--- src/rtl/wdog_lockable_pkg.sv ---
package wdog_lockable_pkg;

    localparam int unsigned TO_W   = 6;
    localparam int unsigned REG_W  = 32;
    localparam int unsigned TO_LSB = 8;
    localparam int unsigned EN_BIT = 0;
    localparam int unsigned DH_BIT = 1;
    localparam int unsigned DZ_BIT = 2;
    localparam int unsigned ST_BIT = 3;

    localparam logic [REG_W-1:0] KEY_ARM  = REG_W'(32'h0000_5555);
    localparam logic [REG_W-1:0] KEY_FIRE = REG_W'(32'h0000_AAAA);

    typedef enum logic [1:0] {
        ACC_BYTE = 2'd0,
        ACC_HALF = 2'd1,
        ACC_WORD = 2'd2,
        ACC_RSVD = 2'd3
    } acc_size_e;

    typedef enum logic {
        SVC_IDLE  = 1'b0,
        SVC_ARMED = 1'b1
    } svc_state_e;

    typedef struct packed {
        logic [TO_W-1:0] timeout;
        logic            stop_halt;
        logic            doze_halt;
        logic            dbg_halt;
        logic            enable;
    } ctrl_t;

    function automatic logic [REG_W-1:0] ctrl_to_word(ctrl_t c);
        logic [REG_W-1:0] w;
        w                 = '0;
        w[EN_BIT]         = c.enable;
        w[DH_BIT]         = c.dbg_halt;
        w[DZ_BIT]         = c.doze_halt;
        w[ST_BIT]         = c.stop_halt;
        w[TO_LSB +: TO_W] = c.timeout;
        return w;
    endfunction

    function automatic ctrl_t word_to_ctrl(logic [REG_W-1:0] w);
        ctrl_t c;
        c.enable    = w[EN_BIT];
        c.dbg_halt  = w[DH_BIT];
        c.doze_halt = w[DZ_BIT];
        c.stop_halt = w[ST_BIT];
        c.timeout   = w[TO_LSB +: TO_W];
        return c;
    endfunction

    function automatic logic ctrl_halts(ctrl_t c, logic dbg, logic stop, logic doze);
        return (dbg && c.dbg_halt) || (stop && c.stop_halt) || (doze && c.doze_halt);
    endfunction

endpackage

--- src/rtl/wdog_ctrl_reg.sv ---
module wdog_ctrl_reg
    import wdog_lockable_pkg::*;
(
    input  logic             clk,
    input  logic             rst,
    input  logic             wr_en,
    input  logic             dbg_mode,
    input  logic [REG_W-1:0] wdata,
    output ctrl_t            ctrl_q,
    output logic             en_rise,
    output logic [TO_W-1:0]  ld_timeout
);

    logic  locked_q;
    logic  accept;
    ctrl_t ctrl_nxt;

    assign ctrl_nxt   = word_to_ctrl(wdata);
    assign accept     = wr_en && (dbg_mode || !locked_q);
    assign en_rise    = accept && ctrl_nxt.enable && !ctrl_q.enable;
    assign ld_timeout = accept ? ctrl_nxt.timeout : ctrl_q.timeout;

    always_ff @(posedge clk) begin
        if (rst) begin
            ctrl_q   <= '0;
            locked_q <= 1'b0;
        end else if (accept) begin
            ctrl_q   <= ctrl_nxt;
            locked_q <= 1'b1;
        end
    end

    // control register is cleared by reset
    a_r1_ctrl_reset: assert property (@(posedge clk) disable iff (rst)
        $past(rst) |-> (ctrl_q == '0));

    // once locked, a write outside debug leaves the register alone
    a_r3_lock_holds: assert property (@(posedge clk) disable iff (rst)
        (locked_q && !dbg_mode && wr_en) |=> $stable(ctrl_q));

    // every write in debug mode lands
    a_r4_dbg_write_lands: assert property (@(posedge clk) disable iff (rst)
        (dbg_mode && wr_en) |=> (ctrl_q == word_to_ctrl($past(wdata))));

endmodule

--- src/rtl/wdog_svc_seq.sv ---
module wdog_svc_seq
    import wdog_lockable_pkg::*;
(
    input  logic             clk,
    input  logic             rst,
    input  logic             wr_en,
    input  logic [REG_W-1:0] wdata,
    output logic             svc_done
);

    svc_state_e state_q;
    svc_state_e state_d;

    assign svc_done = wr_en && (state_q == SVC_ARMED) && (wdata == KEY_FIRE);

    always_comb begin
        state_d = state_q;
        if (wr_en) begin
            if (wdata == KEY_ARM) begin
                state_d = SVC_ARMED;
            end else begin
                state_d = SVC_IDLE;
            end
        end
    end

    always_ff @(posedge clk) begin
        if (rst) begin
            state_q <= SVC_IDLE;
        end else begin
            state_q <= state_d;
        end
    end

    // a completed sequence returns the detector to idle
    a_r5_done_returns_idle: assert property (@(posedge clk) disable iff (rst)
        svc_done |=> (state_q == SVC_IDLE));

    // a non-key write always cancels an armed sequence
    a_r6_other_cancels: assert property (@(posedge clk) disable iff (rst)
        (wr_en && (wdata != KEY_ARM)) |=> (state_q == SVC_IDLE));

endmodule

--- src/rtl/wdog_down_counter.sv ---
module wdog_down_counter
    import wdog_lockable_pkg::*;
(
    input  logic            clk,
    input  logic            rst,
    input  logic            enable,
    input  logic            halt,
    input  logic            tick_en,
    input  logic            en_rise,
    input  logic            svc_done,
    input  logic [TO_W-1:0] ld_timeout,
    output logic            expire_q
);

    localparam logic [TO_W-1:0] ONE = TO_W'(1);

    logic [TO_W-1:0] cnt_q;
    logic            counted;
    logic            at_end;

    assign counted = enable && tick_en && !halt;
    assign at_end  = (cnt_q <= ONE);

    always_ff @(posedge clk) begin
        if (rst) begin
            cnt_q    <= '0;
            expire_q <= 1'b0;
        end else begin
            expire_q <= 1'b0;
            if (en_rise || svc_done) begin
                cnt_q <= ld_timeout;
            end else if (counted) begin
                if (at_end) begin
                    expire_q <= 1'b1;
                    cnt_q    <= ld_timeout;
                end else begin
                    cnt_q <= cnt_q - ONE;
                end
            end
        end
    end

    // a halted counter keeps its value unless reloaded
    a_r9_halt_freezes: assert property (@(posedge clk) disable iff (rst)
        (halt && !svc_done && !en_rise) |=> (cnt_q == $past(cnt_q)));

    // service reloads from the time-out field
    a_r5_svc_reload: assert property (@(posedge clk) disable iff (rst)
        svc_done |=> (cnt_q == $past(ld_timeout)));

    // enable rise loads the newly written time-out
    a_r7_enable_load: assert property (@(posedge clk) disable iff (rst)
        en_rise |=> (cnt_q == $past(ld_timeout)));

    // a request only follows a cycle in which the watchdog was enabled
    a_r8_req_needs_enable: assert property (@(posedge clk) disable iff (rst)
        expire_q |-> $past(enable));

endmodule

--- src/rtl/wdog_lockable.sv ---
module wdog_lockable
    import wdog_lockable_pkg::*;
#(
    parameter int unsigned ADDR_W   = 4,
    parameter int unsigned CTRL_OFS = 0,
    parameter int unsigned SVC_OFS  = 4
) (
    input  logic              clk,
    input  logic              rst,
    input  logic              bus_sel,
    input  logic              bus_wr,
    input  logic [ADDR_W-1:0] bus_addr,
    input  logic [1:0]        bus_size,
    input  logic [31:0]       bus_wdata,
    output logic [31:0]       bus_rdata,
    input  logic              tick_en,
    input  logic              dbg_mode,
    input  logic              stop_mode,
    input  logic              doze_mode,
    output logic              wdt_rst_req
);

    localparam logic [ADDR_W-1:0] CTRL_A = ADDR_W'(CTRL_OFS);
    localparam logic [ADDR_W-1:0] SVC_A  = ADDR_W'(SVC_OFS);

    acc_size_e       acc;
    logic            hit_ctrl;
    logic            hit_svc;
    logic            ctrl_wr;
    logic            svc_wr;
    ctrl_t           ctrl_q;
    logic            en_rise;
    logic [TO_W-1:0] ld_timeout;
    logic            svc_done;
    logic            halt;

    assign acc      = acc_size_e'(bus_size);
    assign hit_ctrl = bus_sel && (bus_addr == CTRL_A) && (acc == ACC_WORD);
    assign hit_svc  = bus_sel && (bus_addr == SVC_A);
    assign ctrl_wr  = hit_ctrl && bus_wr;
    assign svc_wr   = hit_svc && bus_wr;
    assign halt     = ctrl_halts(ctrl_q, dbg_mode, stop_mode, doze_mode);

    always_comb begin
        bus_rdata = '0;
        if (hit_ctrl && !bus_wr) begin
            bus_rdata = ctrl_to_word(ctrl_q);
        end
    end

    wdog_ctrl_reg u_ctrl (
        .clk        (clk),
        .rst        (rst),
        .wr_en      (ctrl_wr),
        .dbg_mode   (dbg_mode),
        .wdata      (bus_wdata),
        .ctrl_q     (ctrl_q),
        .en_rise    (en_rise),
        .ld_timeout (ld_timeout)
    );

    wdog_svc_seq u_svc (
        .clk      (clk),
        .rst      (rst),
        .wr_en    (svc_wr),
        .wdata    (bus_wdata),
        .svc_done (svc_done)
    );

    wdog_down_counter u_cnt (
        .clk        (clk),
        .rst        (rst),
        .enable     (ctrl_q.enable),
        .halt       (halt),
        .tick_en    (tick_en),
        .en_rise    (en_rise),
        .svc_done   (svc_done),
        .ld_timeout (ld_timeout),
        .expire_q   (wdt_rst_req)
    );

    // narrow reads of any register return zero
    a_r2_narrow_read_zero: assert property (@(posedge clk) disable iff (rst)
        (bus_sel && !bus_wr && (bus_size != 2'd2)) |-> (bus_rdata == '0));

    // a narrow write never alters the control register
    a_r2_narrow_write_ignored: assert property (@(posedge clk) disable iff (rst)
        (bus_sel && bus_wr && (bus_size != 2'd2)) |=> $stable(ctrl_q));

    // no reset request in the first cycle after reset
    a_r1_req_low_after_reset: assert property (@(posedge clk) disable iff (rst)
        $past(rst) |-> !wdt_rst_req);

endmodule

--- config.mk ---
export PLATFORM = sky130hd
export DESIGN_NAME = wdog_lockable
export DESIGN_NICKNAME = d
export VERILOG_FILES = /design/src/rtl/wdog_lockable_pkg.sv /design/src/rtl/wdog_ctrl_reg.sv /design/src/rtl/wdog_svc_seq.sv /design/src/rtl/wdog_down_counter.sv /design/src/rtl/wdog_lockable.sv
export SDC_FILE = /design/constraint.sdc
export NUM_CORES = 1
export LEC_CHECK = 0
export ABC_CLOCK_PERIOD_IN_PS = 1900
export BUFFER_PORTS_ARGS = -buffer_cell sky130_fd_sc_hd__buf_2
export CAP_MARGIN = 15
export CORE_MARGIN = 2
export CORE_UTILIZATION = 43
export DETAILED_ROUTE_END_ITERATION = 8
export PLACE_DENSITY = 0.8
export SYNTH_ARGS = -nofsm -noshare
export SYNTH_HDL_FRONTEND = slang
export SYNTH_SLANG_ARGS = --single-unit
--- constraint.sdc ---
create_clock -name clk -period 1.9 [get_ports clk]
set_input_delay 0.095 -clock clk [delete_from_list [all_inputs] [get_ports clk]]
set_output_delay 0.095 -clock clk [all_outputs]
set_load 0.02 [all_outputs]
==> results of run 1 <==
kinds of logic (layout without fill, tap and decap cells):
family	Yosys count	in the layout	synth area share [%]
AO/OA/AOI/OAI	27	27	12.8
adder cells (fa/ha/maj)	2	2	1.90
buffers and inverters	32	76	15.6
flip-flops	19	19	28.9
multiplexers	10	10	7.60
other	1	22	0.285
AND/OR/NAND/NOR	70	70	32.9
per-stage QoR:
step	setup WS [ps]	TNS, ps
global route	5.87	0
floorplan	213	0
detailed placement	-40.2	-139
global placement	-16.6	-45.5
CTS	18.3	0
finish	137	0
cell usage after synthesis (all sizes together), types with 2 or more instances:
cell type	instances	share of area, %
o21ai	4	1.5
nor4b	3	3.1
nand4	4	1.9
ha	2	1.9
and4b	2	1.5
mux2i	10	7.6
dfxtp	19	29
nor4	6	3.3
nand2b	2	0.95
buf	24	13
nand3	5	2.3
inv	6	1.7
a21oi	12	4.6
o32ai	3	2.0
nor2	18	5.1
and2	11	5.4
nor3	6	2.7
o21a	2	1.1
nor4bb	3	2.3
nand2	5	1.6
clkbuf	2	0.57
a31oi	2	0.95
per-layer routing:
| layer | share of wire, % | vias to the layer above | global-route usage [%] |
|---|---|---|---|
| li1 | - | 670 | - |
| met1 | 44 | 609 | 21.4 |
| met2 | 47 | 62 | 29.7 |
| met3 | 7.7 | 4 | 4.37 |
| met4 | 0.97 | 0 | 5.84 |
| met5 | 0 | - | 0 |
where the power goes:
group          total [mW]  switching [mW]  internal [mW]  leakage [nW]
sequential          0.399        0.000383          0.399         0.153
combinational       0.124          0.0773         0.0466         0.656
clock               0.206           0.124         0.0820        0.0150
total               0.729           0.202          0.527         0.825
timing repair:
| action | 4_1_cts | 5_1_grt |
|---|---|---|
| endpoints found under the hold margin | 0 | 0 |
| setup endpoints to repair | 0 | 4 |
| gates resized for setup | 0 | 5 |
registers in the layout, indices dropped and copies added, names as in the netlist:
register,cells
u_cnt.cnt_q,6
u_cnt.expire_q,1
u_ctrl.ctrl_q,10
u_ctrl.locked_q,1
u_svc.state_q,1
path summary, 6_finish.rpt:
path	slack [ps]	cells after the start	startpoint	end
hold / removal	50	3	bus_wdata[2]	u_ctrl.ctrl_q[2]$_SDFFE_PP0P_
setup reg to reg	140	6	u_svc.state_q$_SDFFE_PP0N_	u_cnt.cnt_q[0]$_SDFFE_PP0P_
hold reg to reg	460	2	u_cnt.cnt_q[1]$_SDFFE_PP0P_	u_cnt.cnt_q[1]$_SDFFE_PP0P_
setup / recovery	140	6	u_svc.state_q$_SDFFE_PP0N_	u_cnt.cnt_q[0]$_SDFFE_PP0P_
final cells by class:
cell class | instances | area (um2) | area share, %
repair buffers | 66 | 355 | 21.6
flip-flops and latches | 19 | 382 | 23.2
clock buffers | 4 | 26.3 | 1.60
inverters | 6 | 22.5 | 1.37
multi-input cells | 131 | 820 | 49.8
well taps | 33 | 41.3 | 2.51
critical path, stage by stage, from the launching register on:
cell	delay, ps
dfxtp_1	340
nor2b_1	120
nand4_1	130
or4_1	590
and2_4	260
nor3_2	150
nor3_1	60
==> impl_results.md, run 1 <==
- Drt initial violations: 16
- CTS max path bufs: 2
- CTS tree: yes
- First-pass GRT wire length: ~4600 um
- Commonest non-fill, non-tap cell in the layout: buf_2
- Total GRT Usage: 17.5%
- DIE AREA: 3520 um2
- Ys async rst share: 0%
- Distinct cells, synth: 40
- Number of synthesized flops with an enable pin: 0
- PwrDens: 443 nW/um2
- CTS Sinks: 19
- Synthesized flop and latch total: 19
- Top Ports: 79
- Cell row count: 20
- Diode count: 0
- Filler cells: approximately 290
- Final setup viols: 0
- Crit. End Element: flop
- Minimum clock period: 1760 ps
- Synth Flop Type: dfxtp_1
- # hold bufs at CTS: 0
- # Post-CTS Setup Buffers: 0
- Core area: between 2000 and 3000 um2
- Area Overhead vs Synth: 25.1%
- Vias in the first global route: 1132
- Placed cell area: 1610 um2
- Initial Util: between 40% and 50%
- Via count: 1345
- Fin cells: 259
- Die Y: 59.3 um
- Maximum number of pins on one net before global-route repair: 21
- H-Tree Level Count: 1
- RSZ-0062 raised after global routing: false
- Final slew viol count: 0
- Antenna viol nets, final: 0
- Most frequent cells in the layout: 56 x buf_2, 22 x conb_1, 18 x dfxtp_1, 17 x nor2_1, 12 x a21oi_1
- Final Power: 729 uW
- DRT Wirelength: 3110 um
- Layout cells sized above 1: 35.4%
- Synth Warn #: 0
- DRC Markers: 0
- Layout Utilization: 55.3%
- Max Clk Rate: 567 MHz
- Per-cell routed wire length: 12.0 um
- Clock Skew: about 3.6 ps
- Port Buf Inserts: 56
- CP Data Arrival Time: about 2000 ps
- Final Hold Viols: 0
- Max Cap Viol: 0
- RD Place Congestion: 0.807
- Non-Filler Cell Area, Final: between 1500 and 2000 um2
- Status: completed
- Syn Inst Count: between 150 and 200
- Hold Crit Class: primary input to flop
- Clk slew on worst S/H paths: 100 ps
- Placed Cells incl. Taps: 255
- Clock latency on the worst-skew pair: 300 ps
- TritonCTS buffer count: 3
- Critical path fanouts, max: 8
- Final-stage net count: 275
- VDD IR max: 0.249 mV
- Syn avg cell area: 8.18 um2
- Register area share after synthesis: 28.9%
- Drt via density: 5.19
- Total gr overflow: 0
- Final hold slack: 53.4 ps
- Detailed placement HPWL: around 2500 um
- Period utilisation layout: 92.8%
- Critical Path RT: between 2000 and 2500 ps
- Worst setup SP type: flop
- Clk root buf: clkbuf_4
- Chip width: between 50 and 60 um
- WS Path Type: flop to flop
- Static leakage: 0.825 nW
- Initial antenna violation count: 0
- Mapped Area: approximately 1300 um2
- DR pass1 iterations: 4
(Power assumes the default switching activity.)
==> inputs of run 2 (changes only) <==
==> constraint.sdc (replaced) <==
create_clock -name clk -period 1.9 [get_ports clk]
set_input_delay 0.475 -clock clk [delete_from_list [all_inputs] [get_ports clk]]
set_output_delay 0.475 -clock clk [all_outputs]
set_load 0.02 [all_outputs]
==> impl_results.md, run 2 (synthesis results as in run 1) <==
- Die Y: 59.3 um (unchanged)
- Clk slew on worst S/H paths: 110 ps (about the same)
- Status: complete, but fails checks
- Final Hold Viols: 0 (unchanged)
- Int Power: 546 uW (+3.6%)
- Slowest CP cell: nor4b_4
- Via count: 1476 (+9.7%)
- Diode count: 0 (unchanged)
- Final setup viols: 15 (+15)
- DRT Wirelength: 4020 um (+29%)
- PwrDens: 376 nW/um2 (-15%)
- RSZ-0062 raised after global routing: true
- Non-Filler Cell Area, Final: 2030 um2 (+24%)
- CP Cell Sequence: buf_6 -> nor4b_4 -> nand2_1 -> nor2_2 -> buf_6 -> and2_4 -> buf_6
- Drt initial violations: 37 (+21)
- WS Path Type: primary input to output port
- Critical path's top delay family: simple AND/OR/NAND/NOR gates
- Cell row count: 20 (unchanged)
- Placed cell area: 1800 um2 (+12%)
- # hold bufs at CTS: 0 (unchanged)
- First-pass GRT wire length: 6380 um (+37%)
- Reg2reg start: u_cnt.cnt_q[0]$_SDFFE_PP0P_
- Crit. End Element: output port
- Clk root buf: clkbuf_4
- Layout cells sized above 1: 50.2% (+15 points)
- Filler cells: 245 (-15%)
- Clock Skew: 3.18 ps (-0.404 ps)
- Period utilisation layout: 104% (+11 points)
- R2r setup slk: 70 ps (-70 ps)
- DIE AREA: 3520 um2 (unchanged)
- Critical path fanouts, max: 7 (-1)
- Reg2reg end: u_cnt.cnt_q[5]$_SDFFE_PP0P_
- Clock latency on the worst-skew pair: 300 ps (about the same)
- Total GRT Usage: 24.0% (+6.6 points)
- Total gr overflow: 0 (unchanged)
- Per-cell routed wire length: 14.3 um (+19%)
- CP Data Arrival Time: 1500 ps (-450 ps)
- Hold Crit Class: primary input to flop
- Fin cells: 282 (+8.9%)
- TritonCTS buffer count: 3 (unchanged)
- Final-stage net count: 298 (+8.4%)
- DR pass1 iterations: 4 (unchanged)
- Combinational fraction of design power: 20.1% (+3.1 points)
- Sw Ratio: 28.6% (+0.95 points)
- RD Place Congestion: 0.840 (+4.0%)
- Static leakage: 0.991 nW (+20%)
- WP buf/inv: 3 (+3)
- Worst setup SP type: primary input
- Worst Hold End: u_ctrl.ctrl_q[3]$_SDFFE_PP0P_
- Final slew viol count: 0 (unchanged)
- Vias in the first global route: 1464 (+29%)
- CP max stage delay: 280 ps (-310 ps)
- WHS Path Cells: 3 (unchanged)
- Final hold slack: 448 ps (+395 ps)
- CTS tree: yes
- Failing checks: negative setup slack
- Maximum number of pins on one net before global-route repair: 21 (unchanged)
- Max reg flops: 10 (unchanged)
- Core area: 2980 um2 (unchanged)
- CTS max path bufs: 2 (unchanged)
- Psw: 219 uW (+8.6%)
- Top Registers: u_ctrl.ctrl_q (10), u_cnt.cnt_q (6)
- Commonest non-fill, non-tap cell in the layout: buf_2
- Area Overhead vs Synth: 54.6%
- Max Cap Viol: 0 (unchanged)
- Cells on worst reg2reg path: 8 (+2)
- Max Clk Rate: 507 MHz (-11%)
- Share of power burned in registers: 52.2% (-2.5 points)
- Largest Register: u_ctrl.ctrl_q
- Port Buf Inserts: 56 (unchanged)
- Top Ports: 79 (unchanged)
- DRC Markers: 0 (unchanged)
- Hold Path Origin: bus_wdata[3]
- Initial antenna violation count: 0 (unchanged)
- H-Tree Level Count: 1 (unchanged)
- Chip width: 59.3 um (unchanged)
- Minimum clock period: 1970 ps (+210 ps)
- Final worst slack: -73.0 ps (-210 ps)
- CTS Sinks: 19 (unchanged)
- Antenna viol nets, final: 0 (unchanged)
- Drt via density: 5.23 (+0.79%)
- Critical Path RT: 1420 ps (-660 ps)
- Detailed placement HPWL: 2910 um (+15%)
- Most used cell along the critical path: buf_6
- Most frequent cells in the layout: 44 x buf_2, 29 x buf_4, 22 x conb_1, 19 x dfxtp_1
- Clock share of power: 27.8% (-0.5 points)
- Initial Util: 44.2% (unchanged)
- Placed Cells incl. Taps: 276 (+8.2%)
- VDD IR max: 0.346 mV (+39%)
-- run 2: cell types whose count changed in the layout (fill, tap and decap cells not counted), sizes merged --
| cell | delta |
|---|---|
| buf | +23 |
-- run 2: how the worst max path moves through the flow --
stage,from,cells past startpoint,slack [ps],to
final,bus_addr[0],7,-70,bus_rdata[3]
after global routing,bus_addr[0],7,-140,bus_rdata[3]
after CTS,bus_addr[3],7,-90,bus_rdata[2]
after detailed placement,bus_addr[1],8,-390,u_cnt.cnt_q[2]$_SDFFE_PP0P_
after global placement,bus_addr[1],8,-310,u_cnt.cnt_q[2]$_SDFFE_PP0P_
after floorplan,bus_addr[1],7,-150,u_cnt.cnt_q[0]$_SDFFE_PP0P_
-- run 2: tightest hold or removal path, cell delays in order --
cell	delay, ps
buf_2	110
mux2i_1	70
nor2_1	70
-- run 2: through the flow --
| step | util [%] | setup TNS [ps] | power [mW] | setup WS (ps) |
|---|---|---|---|---|
| detailed placement | 60.6 | -4750 | 0.552 | -387 |
| global route | 68.3 | -1760 | 0.799 | -145 |
| CTS | 66.0 | -754 | 0.764 | -91.1 |
| global placement | 60.6 | -3600 | 0.549 | -307 |
| floorplan | - | -741 | 0.504 | -148 |
| finish | 68.3 | -715 | 0.765 | -73.0 |
-- run 2: layer usage --
metal | track usage (%) | up-vias | routed length, um
met5 | 0 | - | 0
met4 | 10.7 | 0 | 91
met3 | 5.24 | 12 | 244
met2 | 42.9 | 64 | 2150
met1 | 27.0 | 688 | 1540
li1 | - | 712 | -
-- run 2: repair_timing --
item | CTS | global route
hold endpoints to repair | 0 | 0
setup endpoints to repair | 16 | 16
pin swaps | 9 | 12
gates cloned | 0 | 0
resized for setup | 38 | 15
buffers inserted | 1 | 1
-- run 2: cell type report --
| cell class | instances | area (um2) | area share [%] |
|---|---|---|---|
| timing repair buffer | 89 | 627 | 30.8 |
| clock buffer | 4 | 26.3 | 1.29 |
| inverter | 6 | 22.5 | 1.11 |
| multi-input combinational | 131 | 937 | 46.1 |
| tap | 33 | 41.3 | 2.03 |
| sequential | 19 | 380 | 18.7 |
-- run 2: power by group through the flow --
stage	Combinational, mW	Sequential [mW]	Clock, mW
after floorplan	0.0955	0.408	0
after global placement	0.140	0.408	0
after detailed placement	0.144	0.408	0
after CTS	0.149	0.399	0.216
after global routing	0.167	0.399	0.233
final	0.154	0.399	0.212
